## config.mk

```make
export PLATFORM = sky130hd
export DESIGN_NAME = ext_bus_ctrl
export DESIGN_NICKNAME = d
export VERILOG_FILES = /design/src/rtl/ebc_pkg.sv /design/src/rtl/ebc_wait_calc.sv /design/src/rtl/ebc_region_dec.sv /design/src/rtl/ebc_seq.sv /design/src/rtl/ext_bus_ctrl.sv
export SDC_FILE = /design/constraint.sdc
export NUM_CORES = 1
export LEC_CHECK = 0
export ABC_AREA = 1
export CAP_MARGIN = 30
export CORE_MARGIN = 4
export CORE_UTILIZATION = 56
export DETAILED_ROUTE_END_ITERATION = 6
export DONT_BUFFER_PORTS = 1
export PLACE_DENSITY = 0.81
export SLEW_MARGIN = 30
export SYNTH_ARGS = -nofsm -noshare
export SYNTH_HDL_FRONTEND = slang
export SYNTH_SLANG_ARGS = --single-unit
```

## constraint.sdc

```tcl
create_clock -name clk -period 1.35 [get_ports clk]
set_clock_uncertainty 0.05 [all_clocks]
set_input_delay 0.27 -clock clk [delete_from_list [all_inputs] [get_ports clk]]
set_output_delay 0.27 -clock clk [all_outputs]
set_load 0.03 [all_outputs]
```

## src/rtl/ebc_pkg.sv

```systemverilog
package ebc_pkg;
    typedef enum logic [2:0] {
        ST_IDLE,
        ST_T1,
        ST_T2,
        ST_T3,
        ST_TW1,
        ST_TW2,
        ST_T4,
        ST_DONE
    } bus_state_e;

    localparam int NUM_CE = 3;
endpackage

```

## src/rtl/ebc_wait_calc.sv

```systemverilog
module ebc_wait_calc #(
    parameter int WSEL_W = 3
) (
    input  logic [WSEL_W-1:0] wait_sel,
    input  logic              internal_acc,
    input  logic              slow_clk,
    output logic [WSEL_W-1:0] pairs
);
    // Each selection step adds one TW1/TW2 pair; suppressed entirely when
    // the access is on-chip or the slow oscillator is in use.
    always_comb begin
        if (internal_acc || slow_clk)
            pairs = '0;
        else
            pairs = wait_sel;
    end
endmodule

```

## src/rtl/ebc_region_dec.sv

```systemverilog
module ebc_region_dec #(
    parameter int                ADDR_W  = 22,
    parameter logic [ADDR_W-1:0] HI0_LO  = 22'h300000,
    parameter logic [ADDR_W-1:0] HI0_HI  = 22'h3FFFFF,
    parameter logic [ADDR_W-1:0] LOA_LO  = 22'h000000,
    parameter logic [ADDR_W-1:0] LOA_HI  = 22'h00D7FF,
    parameter logic [ADDR_W-1:0] LOB_LO  = 22'h010000,
    parameter logic [ADDR_W-1:0] LOB_HI  = 22'h0FFFFF,
    parameter logic [ADDR_W-1:0] SEL1_LO = 22'h100000,
    parameter logic [ADDR_W-1:0] SEL1_HI = 22'h1FFFFF,
    parameter logic [ADDR_W-1:0] SEL2_LO = 22'h200000,
    parameter logic [ADDR_W-1:0] SEL2_HI = 22'h2FFFFF
) (
    input  logic [ADDR_W-1:0] addr,
    input  logic              internal_acc,
    input  logic              low_map,
    output logic [2:0]        ce_sel
);
    function automatic logic in_rng(input logic [ADDR_W-1:0] a,
                                    input logic [ADDR_W-1:0] lo,
                                    input logic [ADDR_W-1:0] hi);
        return (a >= lo) && (a <= hi);
    endfunction

    logic hit0, hit1, hit2;

    always_comb begin
        if (low_map)
            hit0 = in_rng(addr, LOA_LO, LOA_HI) || in_rng(addr, LOB_LO, LOB_HI);
        else
            hit0 = in_rng(addr, HI0_LO, HI0_HI);
        hit1 = in_rng(addr, SEL1_LO, SEL1_HI);
        hit2 = in_rng(addr, SEL2_LO, SEL2_HI);
        if (internal_acc)
            ce_sel = 3'b000;
        else
            ce_sel = {hit2, hit1, hit0};
    end
endmodule

```

## src/rtl/ebc_seq.sv

```systemverilog
module ebc_seq
    import ebc_pkg::*;
#(
    parameter int WSEL_W = 3
) (
    input  logic              clk,
    input  logic              rst_n,
    input  logic              start,
    input  logic [WSEL_W-1:0] pairs_in,
    output bus_state_e        state,
    output logic              enter_t4
);
    bus_state_e        state_q, state_d;
    logic [WSEL_W-1:0] pairs_q;

    always_ff @(posedge clk or negedge rst_n) begin
        if (!rst_n) begin
            state_q <= ST_IDLE;
            pairs_q <= '0;
        end else begin
            state_q <= state_d;
            if (state_q == ST_IDLE && start)
                pairs_q <= pairs_in;
            else if (state_q == ST_TW2)
                pairs_q <= pairs_q - 1'b1;
        end
    end

    always_comb begin
        state_d = state_q;
        unique case (state_q)
            ST_IDLE: if (start) state_d = ST_T1;
            ST_T1:   state_d = ST_T2;
            ST_T2:   state_d = ST_T3;
            ST_T3:   state_d = (pairs_q != '0) ? ST_TW1 : ST_T4;
            ST_TW1:  state_d = ST_TW2;
            ST_TW2:  state_d = (pairs_q == 1) ? ST_T4 : ST_TW1;
            ST_T4:   state_d = ST_DONE;
            ST_DONE: state_d = ST_IDLE;
        endcase
    end

    assign state    = state_q;
    assign enter_t4 = (state_d == ST_T4) && (state_q != ST_T4);

    assert_no_wait_skip_R1: assert property (@(posedge clk) disable iff (!rst_n)
        (state_q == ST_T3 && pairs_q == '0) |=> (state_q == ST_T4));
    assert_wait_pair_R1: assert property (@(posedge clk) disable iff (!rst_n)
        (state_q == ST_TW1) |=> (state_q == ST_TW2));
    assert_idle_hold_R10: assert property (@(posedge clk) disable iff (!rst_n)
        (state_q == ST_DONE) |=> (state_q == ST_IDLE));
endmodule

```

## src/rtl/ext_bus_ctrl.sv

```systemverilog
module ext_bus_ctrl
    import ebc_pkg::*;
#(
    parameter int ADDR_W = 22,
    parameter int DATA_W = 8,
    parameter int WSEL_W = 3
) (
    input  logic              clk,
    input  logic              rst_n,
    input  logic              req_valid,
    input  logic [ADDR_W-1:0] req_addr,
    input  logic              req_write,
    input  logic [DATA_W-1:0] req_wdata,
    input  logic              req_internal,
    input  logic              clk_slow,
    input  logic              standby,
    input  logic [WSEL_W-1:0] wait_sel,
    input  logic              ce0_low_map,
    input  logic [DATA_W-1:0] bus_data_in,
    output logic [ADDR_W-1:0] bus_addr,
    output logic [2:0]        bus_ce_n,
    output logic              bus_rd_n,
    output logic              bus_wr_n,
    output logic [DATA_W-1:0] bus_data_out,
    output logic              bus_data_oe,
    output logic [DATA_W-1:0] rd_data,
    output logic              done,
    output logic              busy
);
    bus_state_e        state;
    logic              enter_t4;
    logic              start;
    logic [WSEL_W-1:0] pairs;
    logic [2:0]        ce_sel_d;

    logic [ADDR_W-1:0] addr_q;
    logic [DATA_W-1:0] wdata_q;
    logic [DATA_W-1:0] rdata_q;
    logic              write_q;
    logic              internal_q;
    logic [2:0]        ce_sel_q;

    assign start = req_valid && (state == ST_IDLE);

    ebc_wait_calc #(.WSEL_W(WSEL_W)) u_wait (
        .wait_sel     (wait_sel),
        .internal_acc (req_internal),
        .slow_clk     (clk_slow),
        .pairs        (pairs)
    );

    ebc_region_dec #(.ADDR_W(ADDR_W)) u_dec (
        .addr         (req_addr),
        .internal_acc (req_internal),
        .low_map      (ce0_low_map),
        .ce_sel       (ce_sel_d)
    );

    ebc_seq #(.WSEL_W(WSEL_W)) u_seq (
        .clk      (clk),
        .rst_n    (rst_n),
        .start    (start),
        .pairs_in (pairs),
        .state    (state),
        .enter_t4 (enter_t4)
    );

    // Request latch and read capture
    always_ff @(posedge clk or negedge rst_n) begin
        if (!rst_n) begin
            addr_q     <= '0;
            wdata_q    <= '0;
            rdata_q    <= '0;
            write_q    <= 1'b0;
            internal_q <= 1'b0;
            ce_sel_q   <= '0;
        end else begin
            if (start) begin
                addr_q     <= req_addr;
                wdata_q    <= req_wdata;
                write_q    <= req_write;
                internal_q <= req_internal;
                ce_sel_q   <= ce_sel_d;
            end
            if (enter_t4 && !write_q && !internal_q)
                rdata_q <= bus_data_in;
        end
    end

    // Output decode from state
    logic cyc_active, strobe_phase, drive_phase;

    always_comb begin
        cyc_active   = 1'b0;
        strobe_phase = 1'b0;
        drive_phase  = 1'b0;
        unique case (state)
            ST_IDLE, ST_DONE: ;
            ST_T1: cyc_active = 1'b1;
            ST_T2, ST_T3, ST_TW1, ST_TW2: begin
                cyc_active   = 1'b1;
                strobe_phase = 1'b1;
                drive_phase  = 1'b1;
            end
            ST_T4: begin
                cyc_active  = 1'b1;
                drive_phase = 1'b1;
            end
        endcase
        bus_addr     = addr_q;
        bus_ce_n     = ~(ce_sel_q & {3{cyc_active && !standby}});
        bus_rd_n     = !(strobe_phase && !write_q && !internal_q);
        bus_wr_n     = !(strobe_phase && write_q && !internal_q);
        bus_data_oe  = drive_phase && write_q && !internal_q;
        bus_data_out = wdata_q;
        rd_data      = rdata_q;
        done         = (state == ST_DONE);
        busy         = (state != ST_IDLE);
    end

    assert_one_ce_R11: assert property (@(posedge clk) disable iff (!rst_n)
        $countones(~bus_ce_n) <= 1);
    assert_standby_ce_R7: assert property (@(posedge clk) disable iff (!rst_n)
        standby |-> (&bus_ce_n));
    assert_strobe_excl_R2: assert property (@(posedge clk) disable iff (!rst_n)
        !(!bus_rd_n && !bus_wr_n));
    assert_t4_release_R2: assert property (@(posedge clk) disable iff (!rst_n)
        (state == ST_T4) |-> (bus_rd_n && bus_wr_n));
    assert_internal_quiet_R3: assert property (@(posedge clk) disable iff (!rst_n)
        (busy && internal_q) |-> ((&bus_ce_n) && bus_rd_n && bus_wr_n && !bus_data_oe));
    assert_done_pulse_R10: assert property (@(posedge clk) disable iff (!rst_n)
        done |=> !done);
    assert_addr_stable_R2: assert property (@(posedge clk) disable iff (!rst_n)
        (busy && !$rose(busy) && !done) |-> $stable(bus_addr));
endmodule

```

==> results of run 1 <==
-- worst max path at each step --
stage                                        start                endpoint  slack, ns  cells after the start
after floorplan           u_seq.state[1]$_DFF_PN0_             bus_data_oe      -0.17                      3
after global placement    u_seq.state[0]$_DFF_PN0_             bus_ce_n[0]      -0.11                      5
after detailed placement  u_seq.state[0]$_DFF_PN0_  rd_data[6]$_DFFE_PN0P_      -0.13                      8
after CTS                 u_seq.state[1]$_DFF_PN0_                bus_rd_n      -0.34                      6
after global routing      u_seq.state[2]$_DFF_PN0_             bus_ce_n[0]      -0.47                      5
final                     u_seq.state[2]$_DFF_PN0_             bus_ce_n[0]      -0.44                      5
-- synthesized netlist by cell type --
| library cell | instances | area share |
|---|---|---|
| sky130_fd_sc_hd__nand2_1 | 133 | 0.23 |
| sky130_fd_sc_hd__dfrtp_1 | 49 | 0.56 |
| sky130_fd_sc_hd__inv_1 | 14 | 0.024 |
| sky130_fd_sc_hd__nand3_1 | 11 | 0.025 |
| sky130_fd_sc_hd__nor2_1 | 10 | 0.017 |
| sky130_fd_sc_hd__o21ai_0 | 7 | 0.016 |
| sky130_fd_sc_hd__buf_6 | 5 | 0.026 |
| sky130_fd_sc_hd__ha_1 | 3 | 0.017 |
| sky130_fd_sc_hd__nand2_4 | 2 | 0.010 |
| sky130_fd_sc_hd__nand4_1 | 2 | 0.0058 |
| sky130_fd_sc_hd__xor2_1 | 2 | 0.0081 |
| sky130_fd_sc_hd__a21oi_1 | 1 | 0.0023 |
| sky130_fd_sc_hd__buf_4 | 1 | 0.0035 |
| sky130_fd_sc_hd__inv_6 | 1 | 0.0040 |
| sky130_fd_sc_hd__nand2_2 | 1 | 0.0029 |
| sky130_fd_sc_hd__nand3_2 | 1 | 0.0046 |
| sky130_fd_sc_hd__nor2_2 | 1 | 0.0029 |
| sky130_fd_sc_hd__nor2_4 | 1 | 0.0052 |
| sky130_fd_sc_hd__nor2_8 | 1 | 0.0092 |
| sky130_fd_sc_hd__nor3_1 | 1 | 0.0023 |
| sky130_fd_sc_hd__nor3b_1 | 1 | 0.0035 |
| sky130_fd_sc_hd__nor4_1 | 1 | 0.0029 |
| sky130_fd_sc_hd__o211ai_1 | 1 | 0.0035 |
| sky130_fd_sc_hd__o21a_1 | 1 | 0.0035 |
| sky130_fd_sc_hd__o31ai_1 | 1 | 0.0035 |
| sky130_fd_sc_hd__or2_2 | 1 | 0.0029 |
-- metrics by stage --
| step | hold slack [ns] | cells | total power [W] |
|---|---|---|---|
| floorplan | -0.0756 | 253 | 0.00516 |
| global placement | -0.0746 | 320 | 0.00586 |
| detailed placement | -0.0743 | 320 | 0.00596 |
| CTS | -0.402 | 343 | 0.00760 |
| global route | -0.423 | 353 | 0.00922 |
| finish | -0.405 | 353 | 0.00876 |
-- kinds of logic after synthesis --
logic type	count (synthesis)	synth area share
buffers and inverters	21	0.0575
AO/OA/AOI/OAI	11	0.0288
adder cells (fa/ha/maj)	3	0.0173
XOR/XNOR	2	0.00806
flip-flops	49	0.564
AND/OR/NAND/NOR	167	0.325
-- metal layers --
| metal | share of wire | wire length (µm) | vias to the layer above | track usage |
|---|---|---|---|---|
| met5 | 0 | 0 | - | 0 |
| met3 | 0.084 | 557 | 19 | 0.0734 |
| met2 | 0.50 | 3310 | 102 | 0.391 |
| met1 | 0.39 | 2550 | 920 | 0.276 |
| met4 | 0.029 | 191 | 0 | 0.0532 |
| li1 | - | - | 885 | - |
-- state kept, by name, summed over array words and instances (netlist names) --
signal         flops
bus_addr          22
bus_data_out       8
rd_data            8
ce_sel_q           3
u_seq.pairs_q      3
u_seq.state        3
internal_q         1
write_q            1
-- layout make-up --
type                       count  area, µm²
timing repair buffer          43        480
fill                         170        497
timing repair inverter         6       91.3
clock buffer                   5       68.8
multi-input combinational    184       1160
inverter                      15       77.6
clock inverter                 3       46.3
sequential                    49       1230
tap                           48       60.1
-- critical path, delay by kind of cell, from the launching register on --
kind	cells	cell delay, ns
and+or+nand+nor	3	0.44
DFF	1	0.47
buffers and inverters	2	0.26
-- timing repair --
item / CTS / global route
setup endpoints to repair: 52 / 55
pin swaps: 14 / 29
gates resized for setup: 51 / 91
buffers inserted: 11 / 11
cloned: 5 / 3
hold endpoints to repair: 49 / 49
-- power breakdown --
group	internal [W]	switching, W
clock network	0.000555	0.000501
registers	0.00215	0.00180
logic	0.00174	0.00202
total	0.00444	0.00432
==> metrics.txt, run 1 <==
# TYPE chip_impl_metric gauge
chip_impl_metric{name="drt-pass1-iter-count",unit=""} 7
chip_impl_metric{name="p_leak",unit="nW"} 1.62
chip_impl_metric{name="min_tclk_post_route",unit="ns"} 1.79
chip_impl_metric{name="post_synth_num_cell_types",unit=""} 26
chip_impl_metric{name="post-route-drc-count",unit=""} 0
chip_impl_metric{name="maximum_clock_frequency",unit="GHz"} 0.560
chip_impl_metric{name="cpPeakStageDelay",unit="ns"} 0.47
chip_impl_info{name="timing_worst_setup_path_type",value="flip-flop to output port"} 1
chip_impl_metric{name="synthToLayoutAreaGrowth",unit="%"} 48.0
chip_impl_metric{name="final_layout_size_suffix_gt1_frac",unit=""} 0.443
chip_impl_metric{name="slew_headroom",unit=""} 0.734
chip_impl_metric{name="setup_tns",unit="ns"} -13.33
chip_impl_metric{name="gpl.final_weighted_congestion",unit=""} 0.849
chip_impl_metric{name="dp.final_hpwl",unit="µm"} 3390
chip_impl_info{name="layout_commonest_cell",value="sky130_fd_sc_hd__nand2_1"} 1
chip_impl_metric{name="die_h",unit="µm"} 70.3
chip_impl_metric{name="crit_arrival",unit="ns"} 1.47
chip_impl_metric{name="setup.reg_to_reg.worst_slack",unit="ns"} -0.33
chip_impl_metric{name="synth-warning-count",unit=""} 0
chip_impl_metric{name="numCtsBuffers",unit=""} 5
chip_impl_info{name="cp-end-kind",value="output port"} 1
chip_impl_metric{name="synth_area",unit="µm²"} 2170
chip_impl_metric{name="worst_setup_hold_path_clk_slew",unit="ns"} 0.10
chip_impl_info{name="violations",value="negative hold slack, negative setup slack"} 1
chip_impl_metric{name="core_area",unit="µm²"} 3720
chip_impl_metric{name="holdWs",unit="ns"} -0.405
chip_impl_info{name="cts_tree",value="done"} 1
chip_impl_info{name="run_status",value="finished, violations left"} 1
chip_impl_metric{name="grt_start_max_net_pins",unit=""} 50
chip_impl_metric{name="grt_overflow_total",unit=""} 0
chip_impl_metric{name="postPlaceCellArea",unit="µm²"} 2410
chip_impl_metric{name="fp.dieW",unit="µm"} 70.3
chip_impl_metric{name="num_antenna_cells",unit=""} 0
chip_impl_metric{name="dr.first_iter.drc_count",unit=""} 150
chip_impl_info{name="reg2reg_from",value="u_seq.state[0]$_DFF_PN0_"} 1
chip_impl_metric{name="timing.critical_path.required",unit="ns"} 1.03
chip_impl_info{name="critical_path.startpoint_type",value="flip-flop"} 1
chip_impl_metric{name="routed_wirelength",unit="µm"} 6610
chip_impl_metric{name="seq_area_frac_synth",unit=""} 0.564
chip_impl_metric{name="place_ws",unit="ns"} -0.130
chip_impl_metric{name="final_net_count",unit=""} 356
chip_impl_info{name="rr_endpoint",value="rd_data[3]$_DFFE_PN0P_"} 1
chip_impl_info{name="mostFrequentLayoutCells",value="sky130_fd_sc_hd__nand2_1 (82), sky130_fd_sc_hd__dfrtp_1 (46), sky130_fd_sc_hd__nand2_2 (30)"} 1
chip_impl_metric{name="cts_htree_levels",unit=""} 2
chip_impl_metric{name="syn-instance-count",unit=""} 253
chip_impl_metric{name="via_count_of_the_first_global_routing_pass",unit=""} 1805
chip_impl_metric{name="timing_worst_slew_pin_value",unit="ns"} 0.399
chip_impl_metric{name="crit_fanout",unit=""} 4
chip_impl_metric{name="report.final.slew_viol_count",unit=""} 0
chip_impl_metric{name="fp.dieArea",unit="µm²"} 4940
chip_impl_metric{name="final_design_area_no_fill",unit="µm²"} 3220
chip_impl_metric{name="vdd_drop_max",unit="mV"} 1.53
chip_impl_metric{name="placement_rows",unit=""} 22
chip_impl_metric{name="synth_area_per_cell",unit="µm²"} 8.60
chip_impl_metric{name="final-hold-violation-count",unit=""} 49
chip_impl_metric{name="drv.max_cap_violation_count",unit=""} 0
chip_impl_info{name="hold_class",value="input pin to async pin"} 1
chip_impl_metric{name="final_util",unit=""} 0.866
chip_impl_metric{name="viasPerCell",unit=""} 5.46
chip_impl_info{name="worst_path_max_delay_cell",value="sky130_fd_sc_hd__dfrtp_2"} 1
chip_impl_metric{name="power-per-cell-area",unit="nW/µm²"} 2720
chip_impl_info{name="grt_setup_unrepaired",value="true"} 1
chip_impl_info{name="cp_cell_sequence",value="inv_4, nor2_4, nor3b_4, nand2_1, buf_6"} 1
chip_impl_metric{name="groute.usage.overall",unit=""} 0.227
chip_impl_metric{name="clk_latency",unit="ns"} 0.30
chip_impl_metric{name="synth.net_count",unit=""} 305
chip_impl_metric{name="io-pin-count",unit=""} 95
chip_impl_metric{name="wire_per_inst",unit="µm"} 18.7
chip_impl_metric{name="cts.sinks",unit=""} 49
chip_impl_metric{name="initial_core_util",unit=""} 0.585
chip_impl_info{name="clock-root-buffer",value="sky130_fd_sc_hd__clkbuf_8"} 1
chip_impl_metric{name="antenna_found_initial",unit=""} 0
chip_impl_metric{name="via_count",unit=""} 1926
chip_impl_metric{name="worstRegToRegCells",unit=""} 9
chip_impl_metric{name="grt_first_pass_wirelength",unit="µm"} 8890
chip_impl_metric{name="numPortBuffers",unit=""} 0
chip_impl_metric{name="postLayoutSetupSlackWorst",unit="ns"} -0.436
chip_impl_metric{name="setup_viol",unit=""} 55
chip_impl_metric{name="fin_crit_sh",unit=""} 1.32
chip_impl_metric{name="ant_nets",unit=""} 0
chip_impl_metric{name="cts_max_path_buffers",unit=""} 2
chip_impl_metric{name="synth-seq-cells",unit=""} 49
Note: power is estimated with default switching activity, not from simulation.
==> run 2, diff against run 1 <==
Settings changed: ABC_AREA 1 to not set, CORE_MARGIN 4 to 2.
==> run 2 against run 1 <==
- the run still ends with negative hold slack, negative setup slack left
- via count is 8.4% lower
- sequential share of layout area is 0.54 points higher
- hold slack better by 0.0035 ns
==> metrics.txt, run 2 <==
# TYPE chip_impl_metric gauge
chip_impl_metric{name="num_antenna_cells",unit=""} 0
chip_impl_metric{name="post_synth_num_cell_types",unit=""} 25
chip_impl_metric{name="synth.net_count",unit=""} 278
chip_impl_metric{name="crit_fanout",unit=""} 4
chip_impl_metric{name="final-hold-violation-count",unit=""} 49
chip_impl_info{name="synth-main-ff-cell",value="sky130_fd_sc_hd__dfrtp_1"} 1
chip_impl_metric{name="grt_start_max_net_pins",unit=""} 50
chip_impl_metric{name="grt_overflow_total",unit=""} 0
chip_impl_metric{name="timing_worst_slew_pin_value",unit="ns"} 0.336
chip_impl_metric{name="slew_headroom",unit=""} 0.776
chip_impl_metric{name="via_count",unit=""} 1764
chip_impl_metric{name="dr.first_iter.drc_count",unit=""} 68
chip_impl_metric{name="yosys_top_cell_area_share",unit=""} 0.581
chip_impl_info{name="critical_path.startpoint_type",value="flip-flop"} 1
chip_impl_metric{name="largest_register_ffs",unit=""} 22
chip_impl_info{name="layout_commonest_cell",value="sky130_fd_sc_hd__nand2_1"} 1
chip_impl_metric{name="min_tclk_post_route",unit="ns"} 1.93
chip_impl_metric{name="post-route-drc-count",unit=""} 0
chip_impl_metric{name="groute.usage.overall",unit=""} 0.265
chip_impl_info{name="post_synth_most_frequent_cells",value="sky130_fd_sc_hd__nand2_1 (106), sky130_fd_sc_hd__dfrtp_1 (49), sky130_fd_sc_hd__nor2_1 (10)"} 1
chip_impl_metric{name="fp.dieArea",unit="µm²"} 4280
chip_impl_info{name="mostFrequentLayoutCells",value="sky130_fd_sc_hd__nand2_1 (65), sky130_fd_sc_hd__dfrtp_1 (48), sky130_fd_sc_hd__nand2_2 (28)"} 1
chip_impl_metric{name="synth_area",unit="µm²"} 2110
chip_impl_metric{name="routed_wirelength",unit="µm"} 6120
chip_impl_metric{name="cts.sinks",unit=""} 49
chip_impl_info{name="grt_setup_unrepaired",value="true"} 1
chip_impl_metric{name="clk_latency",unit="ns"} 0.30
chip_impl_info{name="clock-root-buffer",value="sky130_fd_sc_hd__clkbuf_8"} 1
chip_impl_metric{name="viasPerCell",unit=""} 5.55
chip_impl_metric{name="report.final.slew_viol_count",unit=""} 0
chip_impl_metric{name="wire_per_inst",unit="µm"} 19.2
chip_impl_metric{name="power-per-cell-area",unit="nW/µm²"} 2700
chip_impl_metric{name="cts_htree_levels",unit=""} 2
chip_impl_info{name="hold_class",value="input pin to async pin"} 1
chip_impl_metric{name="io-pin-count",unit=""} 95
chip_impl_metric{name="final_net_count",unit=""} 321
chip_impl_metric{name="postLayoutSetupSlackWorst",unit="ns"} -0.582
chip_impl_metric{name="cts_max_path_buffers",unit=""} 2
chip_impl_metric{name="final_layout_size_suffix_gt1_frac",unit=""} 0.463
chip_impl_metric{name="fillers",unit=""} 173
chip_impl_metric{name="multi_input_area",unit="µm²"} 1190
chip_impl_metric{name="area_taken_by_flip_flops_and_latches",unit="µm²"} 1230
chip_impl_metric{name="maximum_clock_frequency",unit="GHz"} 0.518
chip_impl_metric{name="synth_area_per_cell",unit="µm²"} 9.35
chip_impl_info{name="post-synth-top-count-cell",value="sky130_fd_sc_hd__nand2_1"} 1
chip_impl_metric{name="synth_enable_flop_cells",unit=""} 0
chip_impl_metric{name="numCtsBuffers",unit=""} 5
chip_impl_info{name="violations",value="negative hold slack, negative setup slack"} 1
chip_impl_metric{name="async_reset_ff_frac",unit=""} 1.00
chip_impl_metric{name="vdd_drop_max",unit="mV"} 1.55
chip_impl_info{name="run_status",value="finished, violations left"} 1
chip_impl_metric{name="synth-warning-count",unit=""} 0
chip_impl_metric{name="antenna_found_initial",unit=""} 0
chip_impl_metric{name="initial_core_util",unit=""} 0.581
chip_impl_metric{name="setup_viol",unit=""} 55
chip_impl_metric{name="p_leak",unit="nW"} 1.56
chip_impl_metric{name="synthToLayoutAreaGrowth",unit="%"} 50.0
chip_impl_metric{name="crit_arrival",unit="ns"} 1.61
chip_impl_metric{name="synth-seq-cells",unit=""} 49
chip_impl_metric{name="via_count_of_the_first_global_routing_pass",unit=""} 1744
chip_impl_metric{name="dp.final_hpwl",unit="µm"} 3360
chip_impl_metric{name="numPortBuffers",unit=""} 0
chip_impl_metric{name="grt_first_pass_wirelength",unit="µm"} 8340
chip_impl_metric{name="timing.critical_path.required",unit="ns"} 1.03
chip_impl_info{name="largest_cells_by_area_after_synthesis",value="sky130_fd_sc_hd__dfrtp_1 (58%), sky130_fd_sc_hd__nand2_1 (19%), sky130_fd_sc_hd__mux2_2 (4.8%)"} 1
chip_impl_metric{name="worst_setup_hold_path_clk_slew",unit="ns"} 0.09
chip_impl_metric{name="placement_rows",unit=""} 22
chip_impl_metric{name="seq_area_frac_synth",unit=""} 0.581
chip_impl_info{name="cp-end-kind",value="output port"} 1
chip_impl_metric{name="drt-pass1-iter-count",unit=""} 4
chip_impl_metric{name="fin_crit_sh",unit=""} 1.43
chip_impl_metric{name="final_util",unit=""} 0.872
chip_impl_info{name="yosys.area.top_type",value="sky130_fd_sc_hd__dfrtp_1"} 1
chip_impl_metric{name="hold_fix_buffers_cts",unit=""} 2
chip_impl_metric{name="syn-instance-count",unit=""} 226
chip_impl_info{name="cts_tree",value="done"} 1
chip_impl_metric{name="drv.max_cap_violation_count",unit=""} 0
chip_impl_metric{name="fp.dieW",unit="µm"} 65.4
chip_impl_metric{name="layoutNonFillerInstCount",unit=""} 318
chip_impl_info{name="timing_worst_setup_path_type",value="flip-flop to output port"} 1
chip_impl_metric{name="holdWs",unit="ns"} -0.401
chip_impl_metric{name="core_area",unit="µm²"} 3630
chip_impl_metric{name="gpl.final_weighted_congestion",unit=""} 0.782
chip_impl_metric{name="ant_nets",unit=""} 0
chip_impl_metric{name="die_h",unit="µm"} 65.4
chip_impl_metric{name="dpl.cell_count",unit=""} 287
[run 2: cell count changes in the layout (fill, tap and decap cells not counted), moves of 3 or more]
cell / previous run / this run
sky130_fd_sc_hd__inv_1: 11 / 3
sky130_fd_sc_hd__mux2_2: 0 / 7
sky130_fd_sc_hd__nor3_4: 0 / 3
sky130_fd_sc_hd__nor2_4: 4 / 0
sky130_fd_sc_hd__nand2_4: 24 / 10
sky130_fd_sc_hd__inv_8: 4 / 0
sky130_fd_sc_hd__nand2_1: 82 / 65
sky130_fd_sc_hd__nand3_1: 9 / 2
sky130_fd_sc_hd__a21oi_1: 1 / 4
[run 2: through the flow]
stage                     power (W)  TNS (ns)  hold WS [ns]  area, µm²  setup slack, ns
final                       0.00856    -19.47        -0.401       3170           -0.582
after global routing        0.00895    -22.62        -0.404       3170           -0.631
after CTS                   0.00783    -19.42        -0.401       2860           -0.545
after detailed placement    0.00607    -14.17       -0.0746       2390           -0.527
after global placement      0.00594    -13.13       -0.0745       2390           -0.492
after floorplan             0.00538     -9.47       -0.0756       2230           -0.473
[run 2: worst max-delay path, cell delays in order (launching register included)]
cell and delay, ns:
sky130_fd_sc_hd__dfrtp_1 0.40, sky130_fd_sc_hd__buf_6 0.13, sky130_fd_sc_hd__buf_6 0.12, sky130_fd_sc_hd__and3_4 0.19
sky130_fd_sc_hd__nor3_4 0.21, sky130_fd_sc_hd__buf_12 0.17, sky130_fd_sc_hd__nand2_8 0.08
[run 2: repair_timing]
action                                  4_1_cts  5_1_grt
endpoints found under the hold margin        50       49
cloned                                        3        0
endpoints found under the setup margin       55       55
setup buffers                                11        9
gates resized for setup                      30       73
pin swaps                                     9       38
[run 2: cells by family (layout without fill, tap and decap cells)]
family / after synthesis / count (layout) / share of synthesized area
buf+inv: 15 / 59 / 0.0290
flops: 49 / 49 / 0.581
xor+xnor: 3 / 3 / 0.0124
compound gates: 11 / 11 / 0.0326
simple gates: 136 / 136 / 0.280
fa+ha+maj: 3 / 3 / 0.0178
mux: 9 / 9 / 0.0480
[run 2: where the power goes]
| part | switching [W] | total, W | leakage [nW] | internal, W |
|---|---|---|---|---|
| clock | 0.000469 | 0.00107 | 0.0585 | 0.000604 |
| sequential | 0.00166 | 0.00381 | 0.609 | 0.00215 |
| combinational | 0.00181 | 0.00369 | 0.895 | 0.00187 |
[run 2: cell type report]
class,instances,area share
Tap cell,48,0.0190
Timing Repair Buffer,46,0.176
Inverter,5,0.00592
Clock inverter,1,0.00948
Sequential cell,49,0.387
Multi-Input combinational cell,162,0.375
Clock buffer,7,0.0273
[run 2: routing by layer]
metal  wire (µm)  share of wire  global-route usage  vias to the layer above
met4         121          0.020              0.0547                        0
met3         474          0.077              0.0959                       16
met1        2150           0.35               0.298                      858
li1            -              -                   -                      807
met5           0              0                   0                        -
met2        3380           0.55               0.482                       83
[run 2: final timing paths]
check                                    startpoint                           end  cells after the start  slack [ns]
hold reg to reg                 write_q$_DFFE_PN0P_           write_q$_DFFE_PN0P_                      3        0.56
hold / removal                                rst_n  u_seq.pairs_q[2]$_DFFE_PN0P_                      0       -0.40
setup reg to reg           u_seq.state[2]$_DFF_PN0_        rd_data[0]$_DFFE_PN0P_                      6       -0.58
max in group asynchronous                     rst_n   bus_data_out[7]$_DFFE_PN0P_                      0        1.55
min in group clk                       req_addr[19]      bus_addr[19]$_DFFE_PN0P_                      2        0.01
setup / recovery           u_seq.state[2]$_DFF_PN0_                   bus_ce_n[1]                      6       -0.58
